File: src/rtl/vlat_pkg.sv
package vlat_pkg;

   typedef enum logic [2:0] {
      PH_IDLE = 3'd0,
      PH_LEAD = 3'd1,
      PH_STRB = 3'd2,
      PH_HOLD = 3'd3,
      PH_GAP  = 3'd4,
      PH_TAIL = 3'd5
   } vlat_phase_e;

   // cycles between chip select falling and the first strobe
   localparam int unsigned LEAD_CYCLES = 2;
   // fixed addition to the programmed gap field
   localparam int unsigned GAP_EXTRA   = 2;
   // fixed addition to the programmed width field
   localparam int unsigned WIDTH_EXTRA = 1;

endpackage

File: src/rtl/vlat_rdy_sync.sv
module vlat_rdy_sync #(
   parameter int unsigned STAGES = 2
) (
   input  logic clk,
   input  logic rst_n,
   input  logic async_in,
   output logic sync_out
);

   if (STAGES < 2) begin : g_bad_stages
      $error("vlat_rdy_sync: STAGES must be at least 2");
   end

   logic [STAGES-1:0] chain_q;

   for (genvar i = 0; i < STAGES; i++) begin : g_stage
      if (i == 0) begin : g_first
         always_ff @(posedge clk or negedge rst_n) begin
            if (!rst_n) chain_q[i] <= 1'b0;
            else        chain_q[i] <= async_in;
         end
      end else begin : g_next
         always_ff @(posedge clk or negedge rst_n) begin
            if (!rst_n) chain_q[i] <= 1'b0;
            else        chain_q[i] <= chain_q[i-1];
         end
      end
   end

   assign sync_out = chain_q[STAGES-1];

endmodule

File: src/rtl/vlat_seq.sv
module vlat_seq
   import vlat_pkg::*;
#(
   parameter int unsigned CFG_W = 4,
   parameter int unsigned LEN_W = 3
) (
   input  logic             clk,
   input  logic             rst_n,
   input  logic             start,
   input  logic [CFG_W-1:0] cfg_rdf,
   input  logic [CFG_W-1:0] cfg_rdn,
   input  logic [LEN_W-1:0] len,
   input  logic             rdy_s,
   output vlat_phase_e      phase,
   output logic             accept,
   output logic             capture,
   output logic             advance
);

   localparam int unsigned CNT_W = CFG_W + 1;

   if (CFG_W < 1) begin : g_bad_cfg
      $error("vlat_seq: CFG_W must be at least 1");
   end
   if (LEAD_CYCLES < 1) begin : g_bad_lead
      $error("vlat_seq: LEAD_CYCLES must be at least 1");
   end

   vlat_phase_e      phase_q;
   logic [CNT_W-1:0] cnt_q;
   logic [CFG_W-1:0] rdf_q;
   logic [CFG_W-1:0] rdn_q;
   logic [LEN_W-1:0] len_q;
   logic [LEN_W-1:0] beat_q;

   logic width_ok;
   logic gap_done;
   logic lead_done;
   logic last_beat;

   assign width_ok  = cnt_q >= ({1'b0, rdf_q} + CNT_W'(WIDTH_EXTRA));
   assign gap_done  = cnt_q == ({1'b0, rdn_q} + CNT_W'(GAP_EXTRA));
   assign lead_done = cnt_q == CNT_W'(LEAD_CYCLES - 1);
   assign last_beat = beat_q == len_q;

   assign accept  = (phase_q == PH_IDLE) && start;
   assign capture = (phase_q == PH_STRB) && width_ok && rdy_s;
   assign advance = (phase_q == PH_HOLD) && !last_beat;
   assign phase   = phase_q;

   always_ff @(posedge clk or negedge rst_n) begin
      if (!rst_n) begin
         phase_q <= PH_IDLE;
         cnt_q   <= '0;
         rdf_q   <= '0;
         rdn_q   <= '0;
         len_q   <= '0;
         beat_q  <= '0;
      end else begin
         unique case (phase_q)
            PH_IDLE: begin
               if (start) begin
                  phase_q <= PH_LEAD;
                  cnt_q   <= '0;
                  rdf_q   <= cfg_rdf;
                  rdn_q   <= cfg_rdn;
                  len_q   <= len;
                  beat_q  <= '0;
               end
            end
            PH_LEAD: begin
               if (lead_done) begin
                  phase_q <= PH_STRB;
                  cnt_q   <= CNT_W'(1);
               end else begin
                  cnt_q <= cnt_q + CNT_W'(1);
               end
            end
            PH_STRB: begin
               if (capture) begin
                  phase_q <= PH_HOLD;
               end else if (!(&cnt_q)) begin
                  cnt_q <= cnt_q + CNT_W'(1);
               end
            end
            PH_HOLD: begin
               if (last_beat) begin
                  phase_q <= PH_TAIL;
               end else begin
                  phase_q <= PH_GAP;
                  cnt_q   <= CNT_W'(1);
                  beat_q  <= beat_q + LEN_W'(1);
               end
            end
            PH_GAP: begin
               if (gap_done) begin
                  phase_q <= PH_STRB;
                  cnt_q   <= CNT_W'(1);
               end else begin
                  cnt_q <= cnt_q + CNT_W'(1);
               end
            end
            PH_TAIL: begin
               phase_q <= PH_IDLE;
            end
            default: begin
               phase_q <= PH_IDLE;
            end
         endcase
      end
   end

endmodule

File: src/rtl/vlat_addr_gen.sv
module vlat_addr_gen #(
   parameter int unsigned ADDR_W = 16,
   parameter int unsigned STEP   = 1
) (
   input  logic              clk,
   input  logic              rst_n,
   input  logic              load,
   input  logic [ADDR_W-1:0] load_addr,
   input  logic              load_incr,
   input  logic              step,
   output logic [ADDR_W-1:0] addr
);

   if (ADDR_W < 2) begin : g_bad_addr
      $error("vlat_addr_gen: ADDR_W must be at least 2");
   end

   logic [ADDR_W-1:0] addr_q;
   logic              incr_q;

   if (STEP == 0) begin : g_fixed
      always_ff @(posedge clk or negedge rst_n) begin
         if (!rst_n)    addr_q <= '0;
         else if (load) addr_q <= load_addr;
      end
      assign incr_q = 1'b0;
   end else begin : g_stepping
      always_ff @(posedge clk or negedge rst_n) begin
         if (!rst_n) begin
            addr_q <= '0;
            incr_q <= 1'b0;
         end else if (load) begin
            addr_q <= load_addr;
            incr_q <= load_incr;
         end else if (step && incr_q) begin
            addr_q <= addr_q + ADDR_W'(STEP);
         end
      end
   end

   assign addr = addr_q;

endmodule

File: src/rtl/vlat_lane.sv
module vlat_lane #(
   parameter int unsigned LANE_W = 8
) (
   input  logic              clk,
   input  logic              rst_n,
   input  logic              load,
   input  logic              load_en,
   input  logic [LANE_W-1:0] load_data,
   input  logic              active,
   input  logic              wr_mode,
   output logic              en,
   output logic [LANE_W-1:0] data,
   output logic              sel_n
);

   logic              en_q;
   logic [LANE_W-1:0] data_q;

   always_ff @(posedge clk or negedge rst_n) begin
      if (!rst_n) begin
         en_q   <= 1'b0;
         data_q <= '0;
      end else if (load) begin
         en_q   <= load_en;
         data_q <= load_data;
      end
   end

   assign en    = en_q;
   assign data  = data_q;
   assign sel_n = active ? (wr_mode ? !en_q : 1'b0) : 1'b1;

endmodule

File: src/rtl/vlat_bus_ctrl.sv
module vlat_bus_ctrl
   import vlat_pkg::*;
#(
   parameter int unsigned ADDR_W      = 16,
   parameter int unsigned DATA_W      = 32,
   parameter int unsigned MAX_BEATS   = 16,
   parameter int unsigned CFG_W       = 4,
   parameter int unsigned SYNC_STAGES = 2,
   parameter int unsigned LEN_W       = (MAX_BEATS > 1) ? $clog2(MAX_BEATS) : 1,
   parameter int unsigned BE_W        = DATA_W / 8
) (
   input  logic              clk,
   input  logic              rst_n,
   input  logic              req_valid,
   input  logic              req_write,
   input  logic [ADDR_W-1:0] req_addr,
   input  logic [LEN_W-1:0]  req_len,
   input  logic              req_incr,
   input  logic [CFG_W-1:0]  cfg_rdf,
   input  logic [CFG_W-1:0]  cfg_rdn,
   input  logic [BE_W-1:0]   wr_be,
   input  logic [DATA_W-1:0] wr_data,
   output logic              wr_take,
   output logic              busy,
   output logic              rd_valid,
   output logic [DATA_W-1:0] rd_data,
   output logic              bus_cs_n,
   output logic              bus_oe_n,
   output logic              bus_pwe_n,
   output logic [BE_W-1:0]   bus_bs_n,
   output logic [ADDR_W-1:0] bus_addr,
   output logic [DATA_W-1:0] bus_wdata,
   output logic              bus_wdata_en,
   input  logic [DATA_W-1:0] bus_rdata,
   input  logic              bus_rdy
);

   localparam int unsigned LANE_W = 8;

   if (DATA_W % LANE_W != 0 || DATA_W == 0) begin : g_bad_data
      $error("vlat_bus_ctrl: DATA_W must be a non-zero multiple of 8");
   end
   if (MAX_BEATS < 2 || (MAX_BEATS & (MAX_BEATS - 1)) != 0) begin : g_bad_beats
      $error("vlat_bus_ctrl: MAX_BEATS must be a power of two >= 2");
   end
   if (LEN_W != $clog2(MAX_BEATS)) begin : g_bad_len
      $error("vlat_bus_ctrl: LEN_W must not be overridden");
   end

   vlat_phase_e phase;
   logic        accept;
   logic        capture;
   logic        advance;
   logic        rdy_s;
   logic        wr_q;
   logic        active;
   logic        strobe_on;
   logic [BE_W-1:0] lane_en;

   vlat_rdy_sync #(
      .STAGES (SYNC_STAGES)
   ) i_sync (
      .clk      (clk),
      .rst_n    (rst_n),
      .async_in (bus_rdy),
      .sync_out (rdy_s)
   );

   vlat_seq #(
      .CFG_W (CFG_W),
      .LEN_W (LEN_W)
   ) i_seq (
      .clk     (clk),
      .rst_n   (rst_n),
      .start   (req_valid),
      .cfg_rdf (cfg_rdf),
      .cfg_rdn (cfg_rdn),
      .len     (req_len),
      .rdy_s   (rdy_s),
      .phase   (phase),
      .accept  (accept),
      .capture (capture),
      .advance (advance)
   );

   vlat_addr_gen #(
      .ADDR_W (ADDR_W),
      .STEP   (1)
   ) i_addr (
      .clk       (clk),
      .rst_n     (rst_n),
      .load      (accept),
      .load_addr (req_addr),
      .load_incr (req_incr),
      .step      (advance),
      .addr      (bus_addr)
   );

   always_ff @(posedge clk or negedge rst_n) begin
      if (!rst_n)      wr_q <= 1'b0;
      else if (accept) wr_q <= req_write;
   end

   assign wr_take   = (accept && req_write) || (advance && wr_q);
   assign active    = phase != PH_IDLE;
   assign strobe_on = (phase == PH_STRB) || (phase == PH_HOLD);

   for (genvar i = 0; i < BE_W; i++) begin : g_lane
      vlat_lane #(
         .LANE_W (LANE_W)
      ) i_lane (
         .clk       (clk),
         .rst_n     (rst_n),
         .load      (wr_take),
         .load_en   (wr_be[i]),
         .load_data (wr_data[i*LANE_W +: LANE_W]),
         .active    (active),
         .wr_mode   (wr_q),
         .en        (lane_en[i]),
         .data      (bus_wdata[i*LANE_W +: LANE_W]),
         .sel_n     (bus_bs_n[i])
      );
   end

   always_ff @(posedge clk or negedge rst_n) begin
      if (!rst_n) begin
         rd_valid <= 1'b0;
         rd_data  <= '0;
      end else begin
         rd_valid <= capture && !wr_q;
         if (capture && !wr_q) rd_data <= bus_rdata;
      end
   end

   assign busy         = active;
   assign bus_cs_n     = !active;
   assign bus_oe_n     = !(strobe_on && !wr_q);
   assign bus_pwe_n    = !(strobe_on && wr_q && (|lane_en));
   assign bus_wdata_en = active && wr_q;

endmodule

File: config.mk
export PLATFORM = sky130hd
export DESIGN_NAME = vlat_bus_ctrl
export DESIGN_NICKNAME = d
export VERILOG_FILES = /design/src/rtl/vlat_pkg.sv /design/src/rtl/vlat_rdy_sync.sv /design/src/rtl/vlat_seq.sv /design/src/rtl/vlat_addr_gen.sv /design/src/rtl/vlat_lane.sv /design/src/rtl/vlat_bus_ctrl.sv
export SDC_FILE = /design/constraint.sdc
export NUM_CORES = 1
export LEC_CHECK = 0
export CAP_MARGIN = 20
export CORE_ASPECT_RATIO = 1.25
export CORE_MARGIN = 5
export CORE_UTILIZATION = 45
export CTS_CLUSTER_SIZE = 25
export DETAILED_ROUTE_END_ITERATION = 12
export GPL_TIMING_DRIVEN = 0
export PLACE_DENSITY = 0.91
export SKIP_LAST_GASP = 1
export SYNTH_ARGS = -nofsm -noshare
export SYNTH_HDL_FRONTEND = slang
export SYNTH_SLANG_ARGS = --single-unit
File: constraint.sdc
create_clock -name clk -period 3.25 [get_ports clk]
set_input_delay 0.4875 -clock clk [delete_from_list [all_inputs] [get_ports clk]]
set_output_delay 0.4875 -clock clk [all_outputs]
set_load 0.03 [all_outputs]
==> reports/qor.json <==
{
  "logic_synthesis": {
    "post_syn_instances": 412,
    "synthArstFlopShare": 1.00,
    "yosysMostFrequentCell": "sky130_fd_sc_hd__dfrtp_1",
    "netlist-cell-type-count": 49,
    "synth.cell_area_sq_um": 5270,
    "synth-edff-count": 0,
    "synth_top_cell_by_area": "sky130_fd_sc_hd__dfrtp_1",
    "synth.top_cells.by_area": "sky130_fd_sc_hd__dfrtp_1 (54%), sky130_fd_sc_hd__mux2_2 (11%), sky130_fd_sc_hd__mux2_4 (8.3%), sky130_fd_sc_hd__ha_1 (2.8%), sky130_fd_sc_hd__xnor2_1 (2.5%)",
    "netlist.area_leader.share": 0.537,
    "synth_seq_area_share": 0.537,
    "dominantRegCellSynth": "sky130_fd_sc_hd__dfrtp_1",
    "yosys_warnings": 0,
    "mappedNetlistNets": 526,
    "post_synth_most_frequent_cells": "sky130_fd_sc_hd__dfrtp_1 (113), sky130_fd_sc_hd__mux2_2 (53), sky130_fd_sc_hd__nand2_1 (31)",
    "synth_seq_cells": 113,
    "average_footprint_of_a_synthesized_cell_sq_um": 12.8
  },
  "clock_tree": {
    "clock-sinks": 113,
    "ctsRootBufferMaster": "sky130_fd_sc_hd__clkbuf_16",
    "cts_inserted_buffers": 17,
    "worstSkewPairLatency_ns": 0.40,
    "clkTransAtPathRegs_ns": 0.06,
    "ctsHtreeMaxLevel": 4,
    "cts_buffer_depth": 2,
    "cts_hold_buffers": 0,
    "tritoncts": "yes"
  },
  "cells_and_area": {
    "area_growth_pct": 51.5,
    "final_nets": 739,
    "register_cell_area_after_layout_sq_um": 2830,
    "n_fill_cell": 812,
    "drive_gt1_frac": 0.227,
    "final_area_sq_um": 7980,
    "multi_input_comb_area_sq_um": 2230,
    "non_filler_instance_count_after_layout": 776,
    "insertedDiodeCount": 0
  },
  "power_and_ir_drop": {
    "vdd_drop_max_v": 0.000729,
    "pwr_density_cell_nw_per_um2": 1130,
    "static-leakage-power_nw": 3.60
  },
  "flow_run": {
    "maxCapViolations": 0
  },
  "floorplanning": {
    "site_row_count": 44,
    "floorplan.io_pins": 193,
    "dieWidth_um": 107,
    "die_y_um": 131,
    "fp.coreArea_sq_um": 11600,
    "die_area_sq_um": 14000,
    "start_util": 0.456
  },
  "sta": {
    "layout_worst_path_cycle_share": 0.865,
    "finalWorstPathRequiredPeriod_ns": 2.81,
    "worst_slew_pin_slew_ns": 0.723,
    "final-setup-viol-count": 0,
    "maxSlewViolCount": 0,
    "finClkSkew_ns": 0.0120,
    "fmax_mhz": 356,
    "rsz0062_at_grt": "no",
    "relSlewSlack": 0.514,
    "final-hold-violation-count": 0,
    "worst_slack_ns": 0.440
  },
  "grt": {
    "grt_antenna_before_repair": 0,
    "globalRouteTotalUtil": 0.206,
    "via_count_of_the_first_global_routing_pass": 4544,
    "grt_max_degree": 64,
    "wire_length_of_the_first_global_routing_pass_um": 22700,
    "gr-total-overflow": 0
  },
  "min_path": {
    "hold_class": "in2async"
  },
  "place": {
    "dp_hpwl_um": 10500,
    "place.port_buffers": 192,
    "routabilityCongestion": 0.865,
    "place_inst": 743,
    "placement.cell_area_sq_um": 7390,
    "detailedPlace.worstSlack_ns": 0.145
  },
  "critical_path": {
    "timing.critical_path.buf_inv": 7,
    "crit_path_frequent_cell": "sky130_fd_sc_hd__buf_6",
    "worst-path-max-fanout": 10,
    "path_cells": "buf_6 -> or3_1 -> buf_6 -> inv_4 -> and2_1 -> buf_4 -> a22oi_4 -> buf_8 -> inv_1 -> dlymetal6s2s_1",
    "critical_path_arrival_ns": 2.32,
    "setup.worst_path.end_class": "output pin",
    "timing.critical_path.required_ns": 2.76,
    "setup.worst_path.class": "reg2out",
    "critical-path-slowest-cell": "sky130_fd_sc_hd__dfrtp_1",
    "critical_path.startpoint": "i_seq.phase[0]$_DFFE_PN0P_",
    "worstSetupStartpointType": "flop",
    "slowest_delay_ns": 0.37,
    "worst_r2r_startpoint": "i_seq.rdf_q[0]$_DFFE_PN0P_",
    "critPathTopFamily": "buffers and inverters"
  },
  "drt": {
    "average_via_count_per_standard_cell": 5.13,
    "drt_pre_antenna_iters": 4,
    "drtIter0Drc": 133,
    "wl_um": 13900,
    "vias_post_dr": 3981,
    "drcViolationCount": 0,
    "post_drt_wl_per_cell_um": 18.0,
    "drtAntennaViolNets": 0
  },
  "status": {
    "outcome": "finished, final reports clean"
  }
}
state kept, by name, indices dropped and copies added, names as in the netlist:
register	cells
i_seq.rdn_q	4
i_seq.cnt_q	5
i_seq.phase	3
i_sync.sync_out	1
i_addr.addr	16
i_seq.rdf_q	4
i_addr.incr_q	1
rd_data	32
g_lane.i_lane.en	4
g_lane.i_lane.data	32
i_seq.len_q	4
i_sync.chain_q	1
i_seq.beat_q	4
rd_valid	1
wr_q	1
repair_timing:
item / in CTS / in global routing
setup buffers: 1 / 0
gates resized for setup: 0 / 1
pin swaps: 1 / 0
endpoints found under the setup margin: 1 / 1
endpoints found under the hold margin: 0 / 0
gates cloned: 0 / 0
layout make-up:
cell class | count | area share
buffer | 21 | 0.0208
clock buffer | 17 | 0.0533
clock inverter | 15 | 0.0201
inverter | 11 | 0.00549
multi-input combinational | 267 | 0.279
sequential | 113 | 0.354
tap | 138 | 0.0216
timing repair buffer | 194 | 0.245
worst paths after layout:
kind,cells after the start,slack (ns),end
hold reg to reg,0,0.36,i_sync.sync_out$_DFF_PN0_
max in group asynchronous,2,2.39,rd_data[3]$_DFFE_PN0P_
setup reg to reg,9,0.53,rd_data[28]$_DFFE_PN0P_
min in group clk,0,0.36,i_sync.sync_out$_DFF_PN0_
setup / recovery,10,0.44,wr_take
hold / removal,1,0.11,i_addr.addr[9]$_DFFE_PN0P_
cells in the final DEF, fill, tap and decap left out, types with 3 or more instances in the layout:
cell / synthesis / layout
sky130_fd_sc_hd__a21oi_1: 11 / 11
sky130_fd_sc_hd__and3_1: 4 / 4
sky130_fd_sc_hd__buf_2: 7 / 7
sky130_fd_sc_hd__buf_4: 6 / 8
sky130_fd_sc_hd__buf_6: 3 / 3
sky130_fd_sc_hd__buf_8: 3 / 3
sky130_fd_sc_hd__clkbuf_16: 0 / 17
sky130_fd_sc_hd__clkdlybuf4s50_1: 0 / 190
sky130_fd_sc_hd__clkinv_4: 0 / 3
sky130_fd_sc_hd__clkinvlp_4: 0 / 5
sky130_fd_sc_hd__dfrtp_1: 113 / 113
sky130_fd_sc_hd__ha_1: 12 / 12
sky130_fd_sc_hd__inv_1: 10 / 10
sky130_fd_sc_hd__inv_6: 0 / 3
sky130_fd_sc_hd__mux2_2: 53 / 53
sky130_fd_sc_hd__mux2_4: 29 / 29
sky130_fd_sc_hd__nand2_1: 31 / 31
sky130_fd_sc_hd__nand3_1: 13 / 13
sky130_fd_sc_hd__nor2_1: 15 / 15
sky130_fd_sc_hd__nor3_1: 5 / 5
sky130_fd_sc_hd__o21ai_0: 22 / 22
sky130_fd_sc_hd__o21ai_1: 3 / 3
sky130_fd_sc_hd__xnor2_1: 15 / 15
sky130_fd_sc_hd__xor2_1: 14 / 14
logic make-up (layout without fill, tap and decap cells):
logic type      count (synthesis)  after routing  share of synthesized area
compound gates                 52             52                     0.0610
xor+xnor                       29             29                     0.0482
fa+ha+maj                      12             12                     0.0285
buf+inv                        32            258                     0.0399
flops                         113            113                      0.537
mux                            83             83                      0.198
simple gates                   91             91                     0.0879
per-layer routing:
layer / GRT usage / routed length (um) / vias up
met5: 0 / 0 / -
met4: 0.0670 / 193 / 0
met3: 0.0860 / 1250 / 15
met2: 0.375 / 7580 / 152
met1: 0.215 / 4920 / 1951
li1: - / - / 1863
per-stage QoR:
step,setup TNS (ns),hold WS [ns],util,total power [mW]
final,0,0.113,0.691,8.99
after global placement,-281.11,0.340,0.637,7.01
after CTS,0,0.146,0.690,9.07
after floorplan,0,0.192,-,5.37
after detailed placement,0,0.340,0.639,7.18
after global routing,0,0.166,0.691,9.49
power breakdown:
group	total, mW	internal [mW]	leakage, nW	switching (mW)
Combinational	4.61	2.22	1.91	2.39
Sequential	2.57	2.07	1.42	0.501
Clock	1.81	1.13	0.272	0.675
Total	8.99	5.42	3.60	3.57
Power figures use the tool's default switching activity.
